===== src/rtl/nextpc_pkg.sv =====
package nextpc_pkg;

  localparam int INSTR_W = 32;
  localparam int OPC_W   = 6;
  localparam int OPC_LSB = INSTR_W - OPC_W;

  // control-flow opcode map
  localparam logic [OPC_W-1:0] OP_BR_EQ   = 6'h30;
  localparam logic [OPC_W-1:0] OP_BR_NE   = 6'h31;
  localparam logic [OPC_W-1:0] OP_BR_LT   = 6'h32;
  localparam logic [OPC_W-1:0] OP_BR_LTU  = 6'h33;
  localparam logic [OPC_W-1:0] OP_BR_LE   = 6'h34;
  localparam logic [OPC_W-1:0] OP_BR_LEU  = 6'h35;
  localparam logic [OPC_W-1:0] OP_BR_GT   = 6'h36;
  localparam logic [OPC_W-1:0] OP_BR_GTU  = 6'h37;
  localparam logic [OPC_W-1:0] OP_BR_GE   = 6'h38;
  localparam logic [OPC_W-1:0] OP_BR_GEU  = 6'h39;
  localparam logic [OPC_W-1:0] OP_JREL    = 6'h3A;
  localparam logic [OPC_W-1:0] OP_JREL_LK = 6'h3B;
  localparam logic [OPC_W-1:0] OP_JREG    = 6'h3C;
  localparam logic [OPC_W-1:0] OP_JREG_LK = 6'h3D;

  typedef enum logic [1:0] {
    FLOW_SEQ,
    FLOW_BRANCH,
    FLOW_REL,
    FLOW_REG
  } flow_e;

  typedef enum logic [3:0] {
    CMP_EQ,
    CMP_NE,
    CMP_LT,
    CMP_LTU,
    CMP_LE,
    CMP_LEU,
    CMP_GT,
    CMP_GTU,
    CMP_GE,
    CMP_GEU
  } cmp_e;

endpackage


===== src/rtl/nextpc_decode.sv =====
module nextpc_decode
  import nextpc_pkg::*;
(
  input  logic [OPC_W-1:0] opc_i,
  output flow_e            flow_o,
  output cmp_e             cmp_o,
  output logic             link_o
);

  always_comb begin
    flow_o = FLOW_SEQ;
    cmp_o  = CMP_EQ;
    link_o = 1'b0;
    case (opc_i)
      OP_BR_EQ:   begin flow_o = FLOW_BRANCH; cmp_o = CMP_EQ;  end
      OP_BR_NE:   begin flow_o = FLOW_BRANCH; cmp_o = CMP_NE;  end
      OP_BR_LT:   begin flow_o = FLOW_BRANCH; cmp_o = CMP_LT;  end
      OP_BR_LTU:  begin flow_o = FLOW_BRANCH; cmp_o = CMP_LTU; end
      OP_BR_LE:   begin flow_o = FLOW_BRANCH; cmp_o = CMP_LE;  end
      OP_BR_LEU:  begin flow_o = FLOW_BRANCH; cmp_o = CMP_LEU; end
      OP_BR_GT:   begin flow_o = FLOW_BRANCH; cmp_o = CMP_GT;  end
      OP_BR_GTU:  begin flow_o = FLOW_BRANCH; cmp_o = CMP_GTU; end
      OP_BR_GE:   begin flow_o = FLOW_BRANCH; cmp_o = CMP_GE;  end
      OP_BR_GEU:  begin flow_o = FLOW_BRANCH; cmp_o = CMP_GEU; end
      OP_JREL:    begin flow_o = FLOW_REL; end
      OP_JREL_LK: begin flow_o = FLOW_REL; link_o = 1'b1; end
      OP_JREG:    begin flow_o = FLOW_REG; end
      OP_JREG_LK: begin flow_o = FLOW_REG; link_o = 1'b1; end
      default:    begin flow_o = FLOW_SEQ; end
    endcase
  end

  // a link request only ever accompanies a jump
  always_comb begin
    a_r11_link_with_jump: assert (!link_o || flow_o == FLOW_REL || flow_o == FLOW_REG)
      else $error("link request outside jump class");
  end

endmodule


===== src/rtl/nextpc_cond.sv =====
module nextpc_cond
  import nextpc_pkg::*;
#(
  parameter int XLEN = 32
) (
  input  logic [XLEN-1:0] a_i,
  input  logic [XLEN-1:0] b_i,
  input  cmp_e            sel_i,
  output logic            hit_o
);

  localparam int MSB = XLEN - 1;
  localparam int UNS = 0;
  localparam int SGN = 1;

  logic [XLEN:0] diff;
  logic          borrow;
  logic          same;
  logic [1:0]    less;
  logic [1:0]    more;

  // one subtraction serves both interpretations
  assign diff   = {1'b0, a_i} - {1'b0, b_i};
  assign borrow = diff[XLEN];
  assign same   = (diff[MSB:0] == '0);

  generate
    for (genvar g = 0; g < 2; g++) begin : g_kind
      if (g == SGN) begin : g_signed
        assign less[g] = borrow ^ (a_i[MSB] ^ b_i[MSB]);
      end else begin : g_unsigned
        assign less[g] = borrow;
      end
      assign more[g] = ~less[g] & ~same;
    end
  endgenerate

  always_comb begin
    case (sel_i)
      CMP_EQ:  hit_o = same;
      CMP_NE:  hit_o = ~same;
      CMP_LT:  hit_o = less[SGN];
      CMP_LTU: hit_o = less[UNS];
      CMP_LE:  hit_o = less[SGN] | same;
      CMP_LEU: hit_o = less[UNS] | same;
      CMP_GT:  hit_o = more[SGN];
      CMP_GTU: hit_o = more[UNS];
      CMP_GE:  hit_o = ~less[SGN];
      CMP_GEU: hit_o = ~less[UNS];
      default: hit_o = 1'b0;
    endcase
  end

  always_comb begin
    // zero difference means the operands match
    a_r4_same_means_equal: assert (same == (a_i == b_i))
      else $error("equality flag disagrees with operands");
    // exactly one signed relation holds
    a_r5_signed_trichotomy: assert ($onehot({less[SGN], more[SGN], same}))
      else $error("signed relations not exclusive");
    // exactly one unsigned relation holds
    a_r6_unsigned_trichotomy: assert ($onehot({less[UNS], more[UNS], same}))
      else $error("unsigned relations not exclusive");
  end

endmodule


===== src/rtl/nextpc_addr.sv =====
module nextpc_addr #(
  parameter int XLEN   = 32,
  parameter int BOFF_W = 16,
  parameter int JOFF_W = 26
) (
  input  logic [XLEN-1:0]   pc_i,
  input  logic [BOFF_W-1:0] boff_i,
  input  logic [JOFF_W-1:0] joff_i,
  output logic [XLEN-1:0]   seq_o,
  output logic [XLEN-1:0]   br_tgt_o,
  output logic [XLEN-1:0]   rel_tgt_o
);

  localparam int WORD_SH = 2;
  localparam int BPAD    = XLEN - BOFF_W - WORD_SH;
  localparam int JPAD    = XLEN - JOFF_W - WORD_SH;
  localparam logic [XLEN-1:0] STEP = XLEN'(1 << WORD_SH);

  function automatic logic [XLEN-1:0] scale_short(input logic [BOFF_W-1:0] f);
    return {{BPAD{f[BOFF_W-1]}}, f, {WORD_SH{1'b0}}};
  endfunction

  function automatic logic [XLEN-1:0] scale_long(input logic [JOFF_W-1:0] f);
    return {{JPAD{f[JOFF_W-1]}}, f, {WORD_SH{1'b0}}};
  endfunction

  assign seq_o     = pc_i + STEP;
  assign br_tgt_o  = seq_o + scale_short(boff_i);
  assign rel_tgt_o = seq_o + scale_long(joff_i);

  always_comb begin
    // a branch moves by whole words from the sequential address
    a_r2_branch_word_step: assert (((br_tgt_o - seq_o) & (STEP - 1'b1)) == '0)
      else $error("branch target not word-stepped");
    // a relative jump moves by whole words from the sequential address
    a_r7_jump_word_step: assert (((rel_tgt_o - seq_o) & (STEP - 1'b1)) == '0)
      else $error("jump target not word-stepped");
  end

endmodule


===== src/rtl/nextpc_gen.sv =====
module nextpc_gen
  import nextpc_pkg::*;
#(
  parameter int XLEN   = 32,
  parameter int BOFF_W = 16,
  parameter int JOFF_W = 26
) (
  input  logic [XLEN-1:0]    pc_i,
  input  logic [INSTR_W-1:0] instr_i,
  input  logic [XLEN-1:0]    opa_i,
  input  logic [XLEN-1:0]    opb_i,
  output logic [XLEN-1:0]    next_pc_o,
  output logic               link_we_o,
  output logic [XLEN-1:0]    link_data_o
);

  logic [OPC_W-1:0] opc;
  flow_e            flow;
  cmp_e             cmp_sel;
  logic             link_req;
  logic             cond_hit;
  logic [XLEN-1:0]  seq_pc;
  logic [XLEN-1:0]  br_tgt;
  logic [XLEN-1:0]  rel_tgt;

  assign opc = instr_i[INSTR_W-1:OPC_LSB];

  nextpc_decode u_decode (
    .opc_i  (opc),
    .flow_o (flow),
    .cmp_o  (cmp_sel),
    .link_o (link_req)
  );

  nextpc_cond #(.XLEN(XLEN)) u_cond (
    .a_i   (opa_i),
    .b_i   (opb_i),
    .sel_i (cmp_sel),
    .hit_o (cond_hit)
  );

  nextpc_addr #(.XLEN(XLEN), .BOFF_W(BOFF_W), .JOFF_W(JOFF_W)) u_addr (
    .pc_i      (pc_i),
    .boff_i    (instr_i[BOFF_W-1:0]),
    .joff_i    (instr_i[JOFF_W-1:0]),
    .seq_o     (seq_pc),
    .br_tgt_o  (br_tgt),
    .rel_tgt_o (rel_tgt)
  );

  // target taken from the operand as read: the link write comes later
  always_comb begin
    case (flow)
      FLOW_BRANCH: next_pc_o = cond_hit ? br_tgt : seq_pc;
      FLOW_REL:    next_pc_o = rel_tgt;
      FLOW_REG:    next_pc_o = opa_i;
      default:     next_pc_o = seq_pc;
    endcase
  end

  assign link_we_o   = link_req;
  assign link_data_o = seq_pc;

  always_comb begin
    // non-control code steps one word and never links
    a_r1_sequential_step: assert (flow != FLOW_SEQ || (next_pc_o == pc_i + XLEN'(4) && !link_we_o))
      else $error("sequential step wrong");
    // false condition falls through
    a_r3_fall_through: assert (!(flow == FLOW_BRANCH && !cond_hit) || next_pc_o == pc_i + XLEN'(4))
      else $error("not-taken branch moved");
    // register jumps land on the operand untouched
    a_r8_register_target: assert (flow != FLOW_REG || next_pc_o == opa_i)
      else $error("register jump target altered");
    // return address is the following instruction
    a_r9_link_value: assert (!link_we_o || link_data_o == pc_i + XLEN'(4))
      else $error("link value wrong");
    // branches never request a link write
    a_r11_branch_no_link: assert (flow != FLOW_BRANCH || !link_we_o)
      else $error("branch requested link");
  end

endmodule


===== config.mk =====
export PLATFORM = sky130hd
export DESIGN_NAME = nextpc_gen
export DESIGN_NICKNAME = d
export VERILOG_FILES = /design/src/rtl/nextpc_pkg.sv /design/src/rtl/nextpc_decode.sv /design/src/rtl/nextpc_cond.sv /design/src/rtl/nextpc_addr.sv /design/src/rtl/nextpc_gen.sv
export SDC_FILE = /design/constraint.sdc
export NUM_CORES = 1
export LEC_CHECK = 0
export BUFFER_PORTS_ARGS = -buffer_cell sky130_fd_sc_hd__buf_2
export CORE_ASPECT_RATIO = 0.6
export CORE_MARGIN = 2
export CORE_UTILIZATION = 31
export DETAILED_ROUTE_END_ITERATION = 16
export PLACE_DENSITY = 0.5
export SYNTH_ARGS = -nofsm -noshare
export SYNTH_HDL_FRONTEND = slang
export SYNTH_SLANG_ARGS = --single-unit

===== constraint.sdc =====
create_clock -name vclk -period 6
set_input_delay 0.6 -clock vclk [all_inputs]
set_output_delay 0.6 -clock vclk [all_outputs]
set_load 0.02 [all_outputs]

After elaboration in Yosys (flattened, before gate mapping)
Index checks and enable logic that the tools add are counted.
{ "totals": {"ff_bits": 0, "output_inout_bits": 65, "elab_cells": 51} }
{ "op_classes": {"n_addsub": 4, "n_eq_ne": 26, "muxes": 6, "bitwise": 9, "n_reduce_logical": 6} }
{ "op_table": {"columns": ["operator", "n"], "rows": [
  ["32-bit one-hot mux with 3 select lines", 1],
  ["6-bit equality test, second input constant", 14],
  ["32-bit adder", 2],
  ["4-bit one-hot mux with 9 select lines", 1],
  ["32-bit by 32-bit subtractor with 33-bit output", 1],
  ["32-bit by 3-bit adder with 32-bit output, second input constant", 1],
  ["32-bit zero test", 1],
  ["32-bit 2-to-1 mux", 1],
  ["4-bit by 3-bit equality test with 1-bit output, second input constant", 4],
  ["1-bit one-hot mux with 10 select lines", 1],
  ["10-bit OR reduction", 1],
  ["4-bit by 2-bit equality test with 1-bit output, second input constant", 2],
  ["4-bit equality test, second input constant", 2],
  ["2-bit one-hot mux with 3 select lines", 1],
  ["2-bit OR reduction", 3],
  ["2-bit equality test, second input constant", 2],
  ["4-bit by 1-bit equality test with 1-bit output, second input constant", 1],
  ["4-bit zero test", 1],
  ["1-bit NOT", 3],
  ["1-bit AND", 2],
  ["2-bit by 1-bit equality test with 1-bit output, second input constant", 1],
  ["1-bit OR", 2],
  ["1-bit XOR", 2],
  ["1-bit 2-to-1 mux", 1]
]} }

Logic depth before layout (Yosys ltp)
Gate-level depths: netlist of run 1.
{ "logic_depth": {"depth_word": 7, "mapped_depth": 21} }

By module
From an unflattened synthesis of run 1, not the netlist that was laid out.
{ "unflattened": {"hier_cells": 1174, "area_unflattened_um2": 8152.8} }
{ "by_module_without_submodules": {"columns": ["module", "n_inst", "cells_each", "area_per_inst_um2"], "rows": [
  ["nextpc_addr", 1, 572, 3975.1],
  ["nextpc_cond", 1, 381, 2479.9],
  ["nextpc_gen", 1, 210, 1625.3],
  ["nextpc_decode", 1, 11, 72.6]
]} }

Worst setup path before layout of run 1
Ideal clock, no wire load.
{ "synth_timing": {"kind": "input to output", "from": "input pc_i[4]", "to": "output next_pc_o[28]", "arrival_ps": 4919, "slack_ps": 481, "path_stages": 18, "n_path_buf": 0, "path_cell_list": "nand3_1 -> nor3_1 -> nand2_1 -> xnor2_1 -> ha_1 -> and3_1 -> and3_1 -> a2111oi_1 -> o31a_1 -> a21boi_1 -> o311ai_0 -> a31oi_1 -> o21ai_0 -> nand2b_1 -> xnor2_1 -> o21ai_0 -> nor2_1 -> a211oi_1"} }
{ "synth_between": {"elab_chain_len": 4, "word_cells_on_any_way": 5, "cone_classes": "add/sub: 3; mux: 2"} }
{ "synth_rtl": {"columns": ["element", "line_no", "text"], "rows": [
  ["start, declared", "nextpc_gen.sv:8", "input logic [XLEN-1:0] pc_i,"],
  ["32-bit by 3-bit adder with 32-bit output (*)", "nextpc_addr.sv:27", "assign seq_o = pc_i + STEP;"],
  ["named net link_data_o[9]", "nextpc_gen.sv:14", "output logic [XLEN-1:0] link_data_o"],
  ["32-bit adder", "nextpc_addr.sv:28", "assign br_tgt_o = seq_o + scale_short(boff_i);"],
  ["32-bit 2-to-1 mux", "nextpc_gen.sv:54", "FLOW_BRANCH: next_pc_o = cond_hit ? br_tgt : seq_pc;"],
  ["32-bit one-hot mux with 3 select lines (*)", "nextpc_gen.sv:53", "case (flow)"],
  ["end, declared", "nextpc_gen.sv:12", "output logic [XLEN-1:0] next_pc_o,"]
]} }
Mark *: on every way through the listed nets, which the timed path passes. The rest lies on a longest branch.

Worst setup path in the final report of run 1
{ "layout_timing": {"from": "input opa_i[0]", "to": "output next_pc_o[13]"} }
{ "layout_between": {"elab_chain_len": 7, "word_cells_on_any_way": 13, "cone_classes": "add/sub: 1; mux: 3; bitwise: 8; reduce/logical: 1"} }
{ "layout_rtl": {"columns": ["element", "line_no", "text"], "rows": [
  ["start, declared", "nextpc_gen.sv:10", "input logic [XLEN-1:0] opa_i,"],
  ["32-bit by 32-bit subtractor with 33-bit output (*)", "nextpc_cond.sv:23", "assign diff = {1'b0, a_i} - {1'b0, b_i};"],
  ["32-bit zero test / 1-bit XOR (equally long branches)", "nextpc_cond.sv:25, nextpc_cond.sv:30", null],
  ["1-bit NOT (on tied branches)", "nextpc_cond.sv:34, nextpc_cond.sv:41, nextpc_cond.sv:48", null],
  ["1-bit AND", "nextpc_cond.sv:34", "assign more[g] = ~less[g] & ~same;"],
  ["1-bit one-hot mux with 10 select lines (*)", "nextpc_cond.sv:39", "case (sel_i)"],
  ["32-bit 2-to-1 mux (*)", "nextpc_gen.sv:54", null],
  ["32-bit one-hot mux with 3 select lines (*)", "nextpc_gen.sv:53", null]
]} }
Every way passes the cells marked *; elsewhere a longest branch is shown, timed or not.

==> metrics.txt, run 1 <==
# TYPE chip_impl_metric gauge
chip_impl_metric{name="post_synth_instance_area",unit="mm^2"} 0.00601
chip_impl_metric{name="placed_area",unit="mm^2"} 0.00729
chip_impl_metric{name="fin_crit_sh",unit=""} 0.953
chip_impl_metric{name="maxSlewViolCount",unit=""} 0
chip_impl_info{name="worstPathCellList",value="buf_2 > inv_1 > ha_1 > fa_1 > nand2b_1 > a21oi_2 > o211ai_1 > a21o_1 > o21bai_1 > mux2i_1 > a2111oi_1 > nand4_1 > or4b_4 > mux2i_1 > a32oi_4 > buf_12 > nor3_1 > a311o_1 > buf_2"} 1
chip_impl_metric{name="stdcell_area",unit="mm^2"} 0.00736
chip_impl_metric{name="slew-limit-headroom",unit=""} 0.296
chip_impl_metric{name="die_area",unit="mm^2"} 0.0205
chip_impl_metric{name="synth.distinct_cells",unit=""} 78
chip_impl_metric{name="top_level_i_o_count",unit=""} 193
chip_impl_metric{name="max_freq",unit="MHz"} 175
chip_impl_metric{name="via_count_of_the_first_global_routing_pass",unit=""} 6847
chip_impl_metric{name="timing.critical_path.required",unit="ns"} 5.40
chip_impl_metric{name="yosys_warnings",unit=""} 0
chip_impl_metric{name="drive_above_1_share",unit=""} 0.237
chip_impl_info{name="setup.worst_path.class",value="in -> out"} 1
chip_impl_metric{name="critical_path.max_stage_delay",unit="ns"} 0.56
chip_impl_info{name="crit_start",value="opa_i[0]"} 1
chip_impl_metric{name="worstMarginPinSlew",unit="ns"} 1.06
chip_impl_metric{name="cts-hold-fix-buffers",unit=""} 0
chip_impl_metric{name="seq_area_frac_synth",unit=""} 0
chip_impl_info{name="worst_setup_path_end_kind",value="primary output"} 1
chip_impl_metric{name="nClkBuffers",unit=""} 0
chip_impl_metric{name="io_buffer_count",unit=""} 193
chip_impl_metric{name="totalWireLength",unit="mm"} 25.2
chip_impl_metric{name="floorplan.core_area",unit="mm^2"} 0.0190
chip_impl_metric{name="setup_viol",unit=""} 0
chip_impl_metric{name="grt_pass1_wl",unit="mm"} 38.6
chip_impl_metric{name="maximum_number_of_pins_on_one_net_before_global_route_repair",unit=""} 57
chip_impl_info{name="final_common_cell",value="sky130_fd_sc_hd__buf_2"} 1
chip_impl_metric{name="flow.area_growth_from_synthesis",unit="%"} 22.5
chip_impl_metric{name="std_cell_rows",unit=""} 39
chip_impl_metric{name="nets",unit=""} 1278
chip_impl_metric{name="finalHoldViolations",unit=""} 0
chip_impl_metric{name="global_route.usage.total",unit=""} 0.234
chip_impl_metric{name="flops_and_latches",unit=""} 0
chip_impl_metric{name="drt-initial-drc-count",unit=""} 700
chip_impl_metric{name="cp.buffers_inverters",unit=""} 4
chip_impl_metric{name="detail_route.wl_per_cell",unit="um"} 19.1
chip_impl_metric{name="hold-worst-slack",unit="ns"} 1.43
chip_impl_info{name="element_type_at_the_critical_path_start",value="primary input"} 1
chip_impl_metric{name="final_period_minus_worst_setup_slack",unit="ns"} 5.72
chip_impl_metric{name="vias",unit=""} 7613
chip_impl_metric{name="grt-ovfl-total",unit=""} 0
chip_impl_info{name="min_delay_src",value="pc_i[1]"} 1
chip_impl_metric{name="gp_routability_congestion",unit=""} 0.895
chip_impl_metric{name="detail_route.vias_per_cell",unit=""} 5.77
chip_impl_metric{name="post_synth_inst_count",unit=""} 896
chip_impl_metric{name="initial_util",unit=""} 0.316
chip_impl_metric{name="initial_antenna_violation_count",unit=""} 4
chip_impl_metric{name="dp_hpwl",unit="mm"} 21.3
chip_impl_info{name="cpLargestDelayFamily",value="compound AO/OA/AOI/OAI gates"} 1
chip_impl_metric{name="total_power",unit="mW"} 0.795
chip_impl_info{name="critical-path-slowest-cell",value="sky130_fd_sc_hd__or4b_4"} 1
chip_impl_metric{name="power_density",unit="mW/mm^2"} 108
chip_impl_metric{name="drtPass1Iterations",unit=""} 6
chip_impl_metric{name="layout.area.seq",unit="um^2"} 0
chip_impl_metric{name="die_height",unit="um"} 112
chip_impl_info{name="largest_cells_by_area_after_synthesis",value="sky130_fd_sc_hd__ha_1 (16%), sky130_fd_sc_hd__xnor2_1 (8.3%), sky130_fd_sc_hd__a21oi_1 (7.8%)"} 1
chip_impl_metric{name="synthesis.area_per_instance",unit="um^2"} 6.70
chip_impl_metric{name="route.detailed.drc",unit=""} 0
chip_impl_info{name="layout.cells.most_common_list",value="sky130_fd_sc_hd__buf_2 (193), sky130_fd_sc_hd__a21oi_1 (94), sky130_fd_sc_hd__ha_1 (75), sky130_fd_sc_hd__inv_1 (61), sky130_fd_sc_hd__o21ai_0 (61)"} 1
chip_impl_info{name="hold_class",value="in -> out"} 1
chip_impl_metric{name="worst-endpoint-arrival",unit="ns"} 5.12
chip_impl_info{name="synth_top_area_cell",value="sky130_fd_sc_hd__ha_1"} 1
chip_impl_info{name="status",value="completed"} 1
chip_impl_metric{name="synthDominantCellAreaShare",unit=""} 0.156
chip_impl_metric{name="worst_vdd_drop",unit="V"} 0.0000436
chip_impl_metric{name="chipWidth",unit="um"} 184
chip_impl_metric{name="crit_fanout",unit=""} 56
chip_impl_metric{name="synth_nets",unit=""} 1101
chip_impl_metric{name="timing.max_cap.violations",unit=""} 0
chip_impl_metric{name="antenna_left",unit=""} 0
chip_impl_metric{name="share_of_the_core_filled_with_cells",unit=""} 0.387
chip_impl_metric{name="power_leakage",unit="nW"} 3.47
==> layout make-up <==
| type | instances | area, um^2 |
|---|---|---|
| well taps | 246 | 308 |
| multi-input cells | 792 | 5650 |
| diodes | 2 | 5.00 |
| fillers | 2116 | 11700 |
| inverters | 61 | 229 |
| repair buffers | 218 | 1170 |
==> kinds of logic after synthesis <==
group                    after synthesis  synth area share
AO/OA/AOI/OAI                        352             0.399
XOR/XNOR                              76             0.111
adder cells (fa/ha/maj)               77             0.163
buffers and inverters                104            0.0750
multiplexers                           9            0.0156
AND/OR/NAND/NOR                      278             0.236
==> routing by layer <==
| metal | track usage | part of all wire |
|---|---|---|
| met1 | 0.387 | 0.51 |
| met2 | 0.319 | 0.37 |
| met3 | 0.0347 | 0.10 |
| met4 | 0.0176 | 0.0082 |
| met5 | 0 | 0.0011 |
==> report_power, final <==
part,switching [mW],total [mW],leakage [nW],internal (mW)
logic,0.478,0.795,3.47,0.318
registers,0,0,0,0
clock network,0,0.0000000446,0.0000127,0.0000000446
==> cell usage after synthesis, types with 6 or more instances <==
cell type / instances
sky130_fd_sc_hd__clkbuf_1: 22
sky130_fd_sc_hd__a211oi_1: 10
sky130_fd_sc_hd__o211ai_1: 9
sky130_fd_sc_hd__o21ai_0: 62
sky130_fd_sc_hd__nor4_1: 8
sky130_fd_sc_hd__and3_1: 26
sky130_fd_sc_hd__o21bai_1: 7
sky130_fd_sc_hd__nor2b_1: 7
sky130_fd_sc_hd__xnor2_1: 57
sky130_fd_sc_hd__ha_1: 75
sky130_fd_sc_hd__nor3_1: 24
sky130_fd_sc_hd__nand2_1: 59
sky130_fd_sc_hd__xor2_1: 19
sky130_fd_sc_hd__nand4_1: 12
sky130_fd_sc_hd__a31oi_1: 15
sky130_fd_sc_hd__or2_2: 6
sky130_fd_sc_hd__mux2i_1: 6
sky130_fd_sc_hd__inv_1: 61
sky130_fd_sc_hd__a21oi_1: 94
sky130_fd_sc_hd__a2bb2oi_1: 22
sky130_fd_sc_hd__o31ai_1: 6
sky130_fd_sc_hd__or3_1: 9
sky130_fd_sc_hd__a221oi_1: 22
sky130_fd_sc_hd__a21o_1: 21
sky130_fd_sc_hd__buf_2: 11
sky130_fd_sc_hd__o21a_1: 14
sky130_fd_sc_hd__nor2_1: 60
sky130_fd_sc_hd__nand3_1: 29
sky130_fd_sc_hd__nand2b_1: 16
==> path summary, 6_finish.rpt <==
| kind | end | slack [ns] | cells after the start |
|---|---|---|---|
| worst min-delay path | link_data_o[1] | 1.43 | 2 |
| worst max-delay path | next_pc_o[13] | 0.28 | 19 |
==> per-stage QoR <==
| stage | setup slack, ns | std cells | setup TNS (ns) |
|---|---|---|---|
| floorplan | 0.481 | 896 | 0 |
| global placement | 0.226 | 1316 | 0 |
| detailed placement | 0.227 | 1316 | 0 |
| CTS | 0.147 | 1316 | 0 |
| global route | -0.0228 | 1317 | -0.0367 |
| finish | 0.283 | 1319 | 0 |
==> timing repair <==
action,CTS,global route
hold endpoints to repair,0,0
gates resized for setup,0,11
endpoints found under the setup margin,0,8
buffers inserted,0,1
No activity file was read; power rests on OpenSTA's default activity.
==> inputs of run 2 (changes only) <==
--- a/config.mk
+++ b/config.mk
@@ -10,7 +10,6 @@
 export CORE_MARGIN = 2
 export CORE_UTILIZATION = 31
 export DETAILED_ROUTE_END_ITERATION = 16
-export PLACE_DENSITY = 0.5
 export SYNTH_ARGS = -nofsm -noshare
 export SYNTH_HDL_FRONTEND = slang
 export SYNTH_SLANG_ARGS = --single-unit
==> run 2 against run 1 <==
Net effect: final cell count up 0.30%; total power up 0.72%; first-iteration DRC count down 4.6%; sequential share of layout area unchanged; combinational power up 0.8%; utilization up 0.24 points; clock-buffer cell count unchanged; critical endpoint is now next_pc_o[17]; largest power group unchanged.
==> metrics.txt, run 2 (synthesized netlist as in run 1, its figures left out) <==
# TYPE chip_impl_metric gauge
chip_impl_info{name="status",value="completed"} 1
chip_impl_metric{name="timing.final.ws_setup",unit="ns"} 0.294
chip_impl_metric{name="chipWidth",unit="um"} 184
chip_impl_metric{name="totalWireLength",unit="mm"} 25.1
chip_impl_metric{name="die_area",unit="mm^2"} 0.0205
chip_impl_metric{name="crit_fanout",unit=""} 44
chip_impl_metric{name="initial_util",unit=""} 0.316
chip_impl_metric{name="dp_hpwl",unit="mm"} 21.2
chip_impl_metric{name="fill_cells",unit=""} 2078
chip_impl_metric{name="grt_pass1_wl",unit="mm"} 38.3
chip_impl_metric{name="top_level_i_o_count",unit=""} 193
chip_impl_metric{name="post-place-ws",unit="ns"} 0.175
chip_impl_metric{name="multiInputGateArea",unit="mm^2"} 0.00566
chip_impl_metric{name="slew-limit-headroom",unit=""} 0.264
chip_impl_metric{name="via_count_of_the_first_global_routing_pass",unit=""} 6913
chip_impl_metric{name="global_route.usage.total",unit=""} 0.231
chip_impl_info{name="worst_setup_path_end_kind",value="primary output"} 1
chip_impl_metric{name="final_period_minus_worst_setup_slack",unit="ns"} 5.71
chip_impl_metric{name="max_freq",unit="MHz"} 175
chip_impl_metric{name="flow.area_growth_from_synthesis",unit="%"} 23.3
chip_impl_metric{name="maximum_number_of_pins_on_one_net_before_global_route_repair",unit=""} 45
chip_impl_metric{name="antenna_left",unit=""} 0
chip_impl_metric{name="route.detailed.drc",unit=""} 0
chip_impl_metric{name="initial_antenna_violation_count",unit=""} 4
chip_impl_metric{name="detail_route.vias_per_cell",unit=""} 5.87
chip_impl_metric{name="power_density",unit="mW/mm^2"} 108
chip_impl_metric{name="drive_above_1_share",unit=""} 0.241
chip_impl_metric{name="timing.critical_path.required",unit="ns"} 5.40
chip_impl_metric{name="flops_and_latches",unit=""} 0
chip_impl_metric{name="std_cell_rows",unit=""} 39
chip_impl_metric{name="worst_vdd_drop",unit="V"} 0.0000545
chip_impl_metric{name="detail_route.wl_per_cell",unit="um"} 19.0
chip_impl_metric{name="drtPass1Iterations",unit=""} 5
chip_impl_info{name="final_common_cell",value="sky130_fd_sc_hd__buf_2"} 1
chip_impl_metric{name="drt-initial-drc-count",unit=""} 668
chip_impl_metric{name="worst-endpoint-arrival",unit="ns"} 5.11
chip_impl_metric{name="timing.max_cap.violations",unit=""} 0
chip_impl_metric{name="worstMarginPinSlew",unit="ns"} 1.10
chip_impl_info{name="setup.worst_path.class",value="in -> out"} 1
chip_impl_metric{name="cts-hold-fix-buffers",unit=""} 0
chip_impl_info{name="layout.cells.most_common_list",value="sky130_fd_sc_hd__buf_2 (193), sky130_fd_sc_hd__a21oi_1 (94), sky130_fd_sc_hd__ha_1 (75), sky130_fd_sc_hd__o21ai_0 (62), sky130_fd_sc_hd__inv_1 (61)"} 1
chip_impl_metric{name="nClkBuffers",unit=""} 0
chip_impl_metric{name="final.setup.tns",unit="ns"} 0
chip_impl_metric{name="vias",unit=""} 7767
chip_impl_metric{name="grt-ovfl-total",unit=""} 0
chip_impl_metric{name="nets",unit=""} 1283
chip_impl_metric{name="layout.area.seq",unit="um^2"} 0
chip_impl_metric{name="maxSlewViolCount",unit=""} 0
chip_impl_metric{name="gp_routability_congestion",unit=""} 0.939
chip_impl_metric{name="power_leakage",unit="nW"} 3.51
chip_impl_metric{name="io_buffer_count",unit=""} 193
chip_impl_info{name="rsz_0062_raised_after_global_routing",value="yes"} 1
chip_impl_metric{name="finalHoldViolations",unit=""} 0
chip_impl_info{name="hold_class",value="in -> out"} 1
chip_impl_metric{name="fin_crit_sh",unit=""} 0.951
chip_impl_metric{name="die_height",unit="um"} 112
chip_impl_info{name="element_type_at_the_critical_path_start",value="primary input"} 1
chip_impl_metric{name="setup_viol",unit=""} 0
chip_impl_metric{name="floorplan.core_area",unit="mm^2"} 0.0190
run 2: worst paths after layout:
| check | depth (start not counted) | start | slack (ns) | to |
|---|---|---|---|---|
| max | 17 | opa_i[10] | 0.29 | next_pc_o[17] |
| min | 2 | pc_i[0] | 1.44 | link_data_o[0] |
run 2: power by group:
part | switching [mW] | leakage, nW | internal, mW | total (mW)
logic | 0.481 | 3.51 | 0.320 | 0.801
registers | 0 | 0 | 0 | 0
clock network | 0 | 0.00000634 | 0.0000000223 | 0.0000000223
run 2: repair_timing:
item / 4_1_cts / 5_1_grt
resized for setup: 0 / 11
buffers inserted: 0 / 1
endpoints found under the setup margin: 0 / 9
run 2: through the flow:
stage               cell area, um^2  instances   util  power [mW]  hold slack (ns)
detailed placement             7330       1321  0.385       0.775             1.44
global route                   7400       1322  0.389       0.877             1.45
CTS                            7330       1321  0.385       0.780             1.44
global placement               7330       1321  0.385       0.775             1.44
finish                         7400       1323  0.389       0.801             1.44
floorplan                      6010        896      -       0.537             1.29
run 2: area by class of cell:
| type | instances | share of cell area |
|---|---|---|
| Multi-Input combinational cell | 792 | 0.765 |
| Timing Repair Buffer | 223 | 0.163 |
| Tap cell | 246 | 0.0416 |
| Inverter | 61 | 0.0309 |
| Antenna cell | 1 | 0.000338 |
run 2: worst max-delay path: stages:
cell,delay (ns)
sky130_fd_sc_hd__buf_2,0.13
sky130_fd_sc_hd__ha_1,0.44
sky130_fd_sc_hd__a21o_1,0.28
sky130_fd_sc_hd__a31oi_1,0.16
sky130_fd_sc_hd__o31ai_1,0.51
sky130_fd_sc_hd__o21ai_0,0.22
sky130_fd_sc_hd__a221oi_1,0.42
sky130_fd_sc_hd__o211a_1,0.23
sky130_fd_sc_hd__nand4_1,0.18
sky130_fd_sc_hd__or4b_4,0.56
sky130_fd_sc_hd__mux2i_1,0.17
sky130_fd_sc_hd__a32oi_4,0.27
sky130_fd_sc_hd__buf_12,0.25
sky130_fd_sc_hd__buf_4,0.19
sky130_fd_sc_hd__o21ai_0,0.09
sky130_fd_sc_hd__a2bb2oi_1,0.18
sky130_fd_sc_hd__buf_2,0.18
run 2: per-layer routing:
metal | part of all wire | up-vias | global-route usage
met5 | 0.0011 | - | 0
met4 | 0.011 | 4 | 0.0235
met3 | 0.10 | 16 | 0.0468
met2 | 0.38 | 412 | 0.324
met1 | 0.51 | 3549 | 0.365
li1 | - | 3786 | -
==> inputs of run 3 (changes only) <==
--- a/config.mk
+++ b/config.mk
@@ -8,8 +8,9 @@
 export BUFFER_PORTS_ARGS = -buffer_cell sky130_fd_sc_hd__buf_2
 export CORE_ASPECT_RATIO = 0.6
 export CORE_MARGIN = 2
-export CORE_UTILIZATION = 31
+export CORE_UTILIZATION = 40
 export DETAILED_ROUTE_END_ITERATION = 16
+export PLACE_DENSITY = 0.65
 export SYNTH_ARGS = -nofsm -noshare
 export SYNTH_HDL_FRONTEND = slang
 export SYNTH_SLANG_ARGS = --single-unit
==> run 3 against run 2 <==
Net effect: worst setup slack got worse by 0.011 ns; non-clock buffer count fell by 7; final area fell by 1.8%; critical path depth rose by 3; total power fell by 1.2%; largest cell class unchanged; maximum frequency fell by 0.19%; flip-flop and latch count did not move; routed wire length fell by 7.3%; global-route usage rose by 4.4 points.
==> metrics.txt, run 3 (synthesized netlist as in run 1, its figures left out) <==
# TYPE chip_impl_metric gauge
chip_impl_metric{name="finalHoldViolations",unit=""} 0
chip_impl_metric{name="total_power",unit="mW"} 0.791
chip_impl_metric{name="totalWireLength",unit="mm"} 23.3
chip_impl_metric{name="grt-ovfl-total",unit=""} 0
chip_impl_metric{name="layout.area.seq",unit="um^2"} 0
chip_impl_metric{name="final.setup.tns",unit="ns"} 0
chip_impl_metric{name="final_period_minus_worst_setup_slack",unit="ns"} 5.72
chip_impl_metric{name="timing.critical_path.required",unit="ns"} 5.40
chip_impl_metric{name="top_level_i_o_count",unit=""} 193
chip_impl_metric{name="crit_fanout",unit=""} 5
chip_impl_metric{name="global_route.usage.total",unit=""} 0.275
chip_impl_metric{name="drt-initial-drc-count",unit=""} 711
chip_impl_metric{name="slew-limit-headroom",unit=""} 0.348
chip_impl_metric{name="max_freq",unit="MHz"} 175
chip_impl_metric{name="die_height",unit="um"} 98.9
chip_impl_metric{name="gp_routability_congestion",unit=""} 0.960
chip_impl_metric{name="chipWidth",unit="um"} 162
chip_impl_metric{name="detail_route.wl_per_cell",unit="um"} 18.4
chip_impl_info{name="final_common_cell",value="sky130_fd_sc_hd__buf_2"} 1
chip_impl_metric{name="drive_above_1_share",unit=""} 0.232
chip_impl_metric{name="fin_crit_sh",unit=""} 0.953
chip_impl_metric{name="via_count_of_the_first_global_routing_pass",unit=""} 6724
chip_impl_metric{name="route.detailed.drc",unit=""} 0
chip_impl_metric{name="initial_util",unit=""} 0.412
chip_impl_metric{name="floorplan.core_area",unit="mm^2"} 0.0146
chip_impl_metric{name="maximum_number_of_pins_on_one_net_before_global_route_repair",unit=""} 52
chip_impl_metric{name="std_cell_rows",unit=""} 34
chip_impl_info{name="worst_setup_path_end_kind",value="primary output"} 1
chip_impl_info{name="crit_start",value="pc_i[2]"} 1
chip_impl_metric{name="vias",unit=""} 7701
chip_impl_metric{name="antenna_left",unit=""} 0
chip_impl_metric{name="power_leakage",unit="nW"} 3.44
chip_impl_metric{name="setup_viol",unit=""} 0
chip_impl_metric{name="worst_vdd_drop",unit="V"} 0.0000481
chip_impl_info{name="status",value="completed"} 1
chip_impl_metric{name="nets",unit=""} 1276
chip_impl_info{name="hold_class",value="in -> out"} 1
chip_impl_metric{name="fill_cells",unit=""} 1558
chip_impl_info{name="min_delay_src",value="pc_i[0]"} 1
chip_impl_metric{name="worst-endpoint-arrival",unit="ns"} 5.12
chip_impl_metric{name="grt_pass1_wl",unit="mm"} 36.1
chip_impl_info{name="rsz_0062_raised_after_global_routing",value="no"} 1
chip_impl_info{name="layout.cells.most_common_list",value="sky130_fd_sc_hd__buf_2 (193), sky130_fd_sc_hd__a21oi_1 (94), sky130_fd_sc_hd__ha_1 (75), sky130_fd_sc_hd__o21ai_0 (62), sky130_fd_sc_hd__inv_1 (61)"} 1
chip_impl_metric{name="dp_hpwl",unit="mm"} 19.8
chip_impl_metric{name="initial_antenna_violation_count",unit=""} 1
chip_impl_metric{name="flow.area_growth_from_synthesis",unit="%"} 21.0
chip_impl_metric{name="io_buffer_count",unit=""} 193
chip_impl_metric{name="share_of_the_core_filled_with_cells",unit=""} 0.498
chip_impl_metric{name="flops_and_latches",unit=""} 0
chip_impl_metric{name="timing.max_cap.violations",unit=""} 0
chip_impl_info{name="setup.worst_path.class",value="in -> out"} 1
chip_impl_metric{name="drtPass1Iterations",unit=""} 7
chip_impl_metric{name="nClkBuffers",unit=""} 0
chip_impl_metric{name="detail_route.vias_per_cell",unit=""} 6.07
chip_impl_info{name="element_type_at_the_critical_path_start",value="primary input"} 1
chip_impl_metric{name="worstMarginPinSlew",unit="ns"} 0.978
chip_impl_metric{name="maxSlewViolCount",unit=""} 0
chip_impl_metric{name="die_area",unit="mm^2"} 0.0160
chip_impl_metric{name="power_density",unit="mW/mm^2"} 109
run 3: per-stage QoR:
step | hold WS (ns) | worst slack, ns | instance area, um^2 | std cells
after floorplan | 1.29 | 0.481 | 6010 | 896
after global placement | 1.44 | 0.272 | 7220 | 1265
after detailed placement | 1.44 | 0.195 | 7220 | 1265
after CTS | 1.44 | 0.147 | 7220 | 1265
after global routing | 1.46 | 0.0107 | 7260 | 1267
final | 1.44 | 0.283 | 7270 | 1269
run 3: critical path, cell delays in order:
cell	delay (ns)
sky130_fd_sc_hd__buf_2	0.15
sky130_fd_sc_hd__ha_1	0.27
sky130_fd_sc_hd__nand3_1	0.11
sky130_fd_sc_hd__xnor2_1	0.14
sky130_fd_sc_hd__buf_4	0.15
sky130_fd_sc_hd__ha_1	0.32
sky130_fd_sc_hd__and3_1	0.20
sky130_fd_sc_hd__a221oi_1	0.42
sky130_fd_sc_hd__o2bb2ai_1	0.25
sky130_fd_sc_hd__a21oi_1	0.23
sky130_fd_sc_hd__o211ai_1	0.36
sky130_fd_sc_hd__a31oi_1	0.22
sky130_fd_sc_hd__a211oi_2	0.29
sky130_fd_sc_hd__o21ai_0	0.19
sky130_fd_sc_hd__a21o_1	0.21
sky130_fd_sc_hd__a21oi_1	0.17
sky130_fd_sc_hd__xnor2_1	0.16
sky130_fd_sc_hd__o221ai_1	0.14
sky130_fd_sc_hd__or3_1	0.38
sky130_fd_sc_hd__buf_2	0.16
run 3: final timing paths:
path                  slack, ns  cells past startpoint              to
worst min-delay path       1.44                      2  link_data_o[0]
worst max-delay path       0.28                     20   next_pc_o[31]
run 3: cell type report:
cell class                 count  area [um^2]  area share
tap                          198          248      0.0341
inverter                      61          229      0.0315
timing repair buffer         216         1160       0.160
multi-input combinational    792         5620       0.774
antenna                        2         5.00    0.000689
run 3: metal layers:
metal	GRT usage	vias to the layer above	part of all wire
li1	-	3767	-
met1	0.431	3500	0.49
met2	0.398	416	0.38
met3	0.0404	18	0.11
met4	0.0347	0	0.014
met5	0	-	0
run 3: where the power goes:
part	internal (mW)	switching (mW)	total [mW]
sequential	0	0	0
combinational	0.318	0.473	0.791
clock	0.0000000446	0	0.0000000446
total	0.318	0.473	0.791
run 3: repair_timing:
item | in CTS | in global routing
hold buffers | 0 | 0
setup buffers | 0 | 2
endpoints found under the setup margin | 0 | 7
endpoints found under the hold margin | 0 | 0
resized for setup | 0 | 6
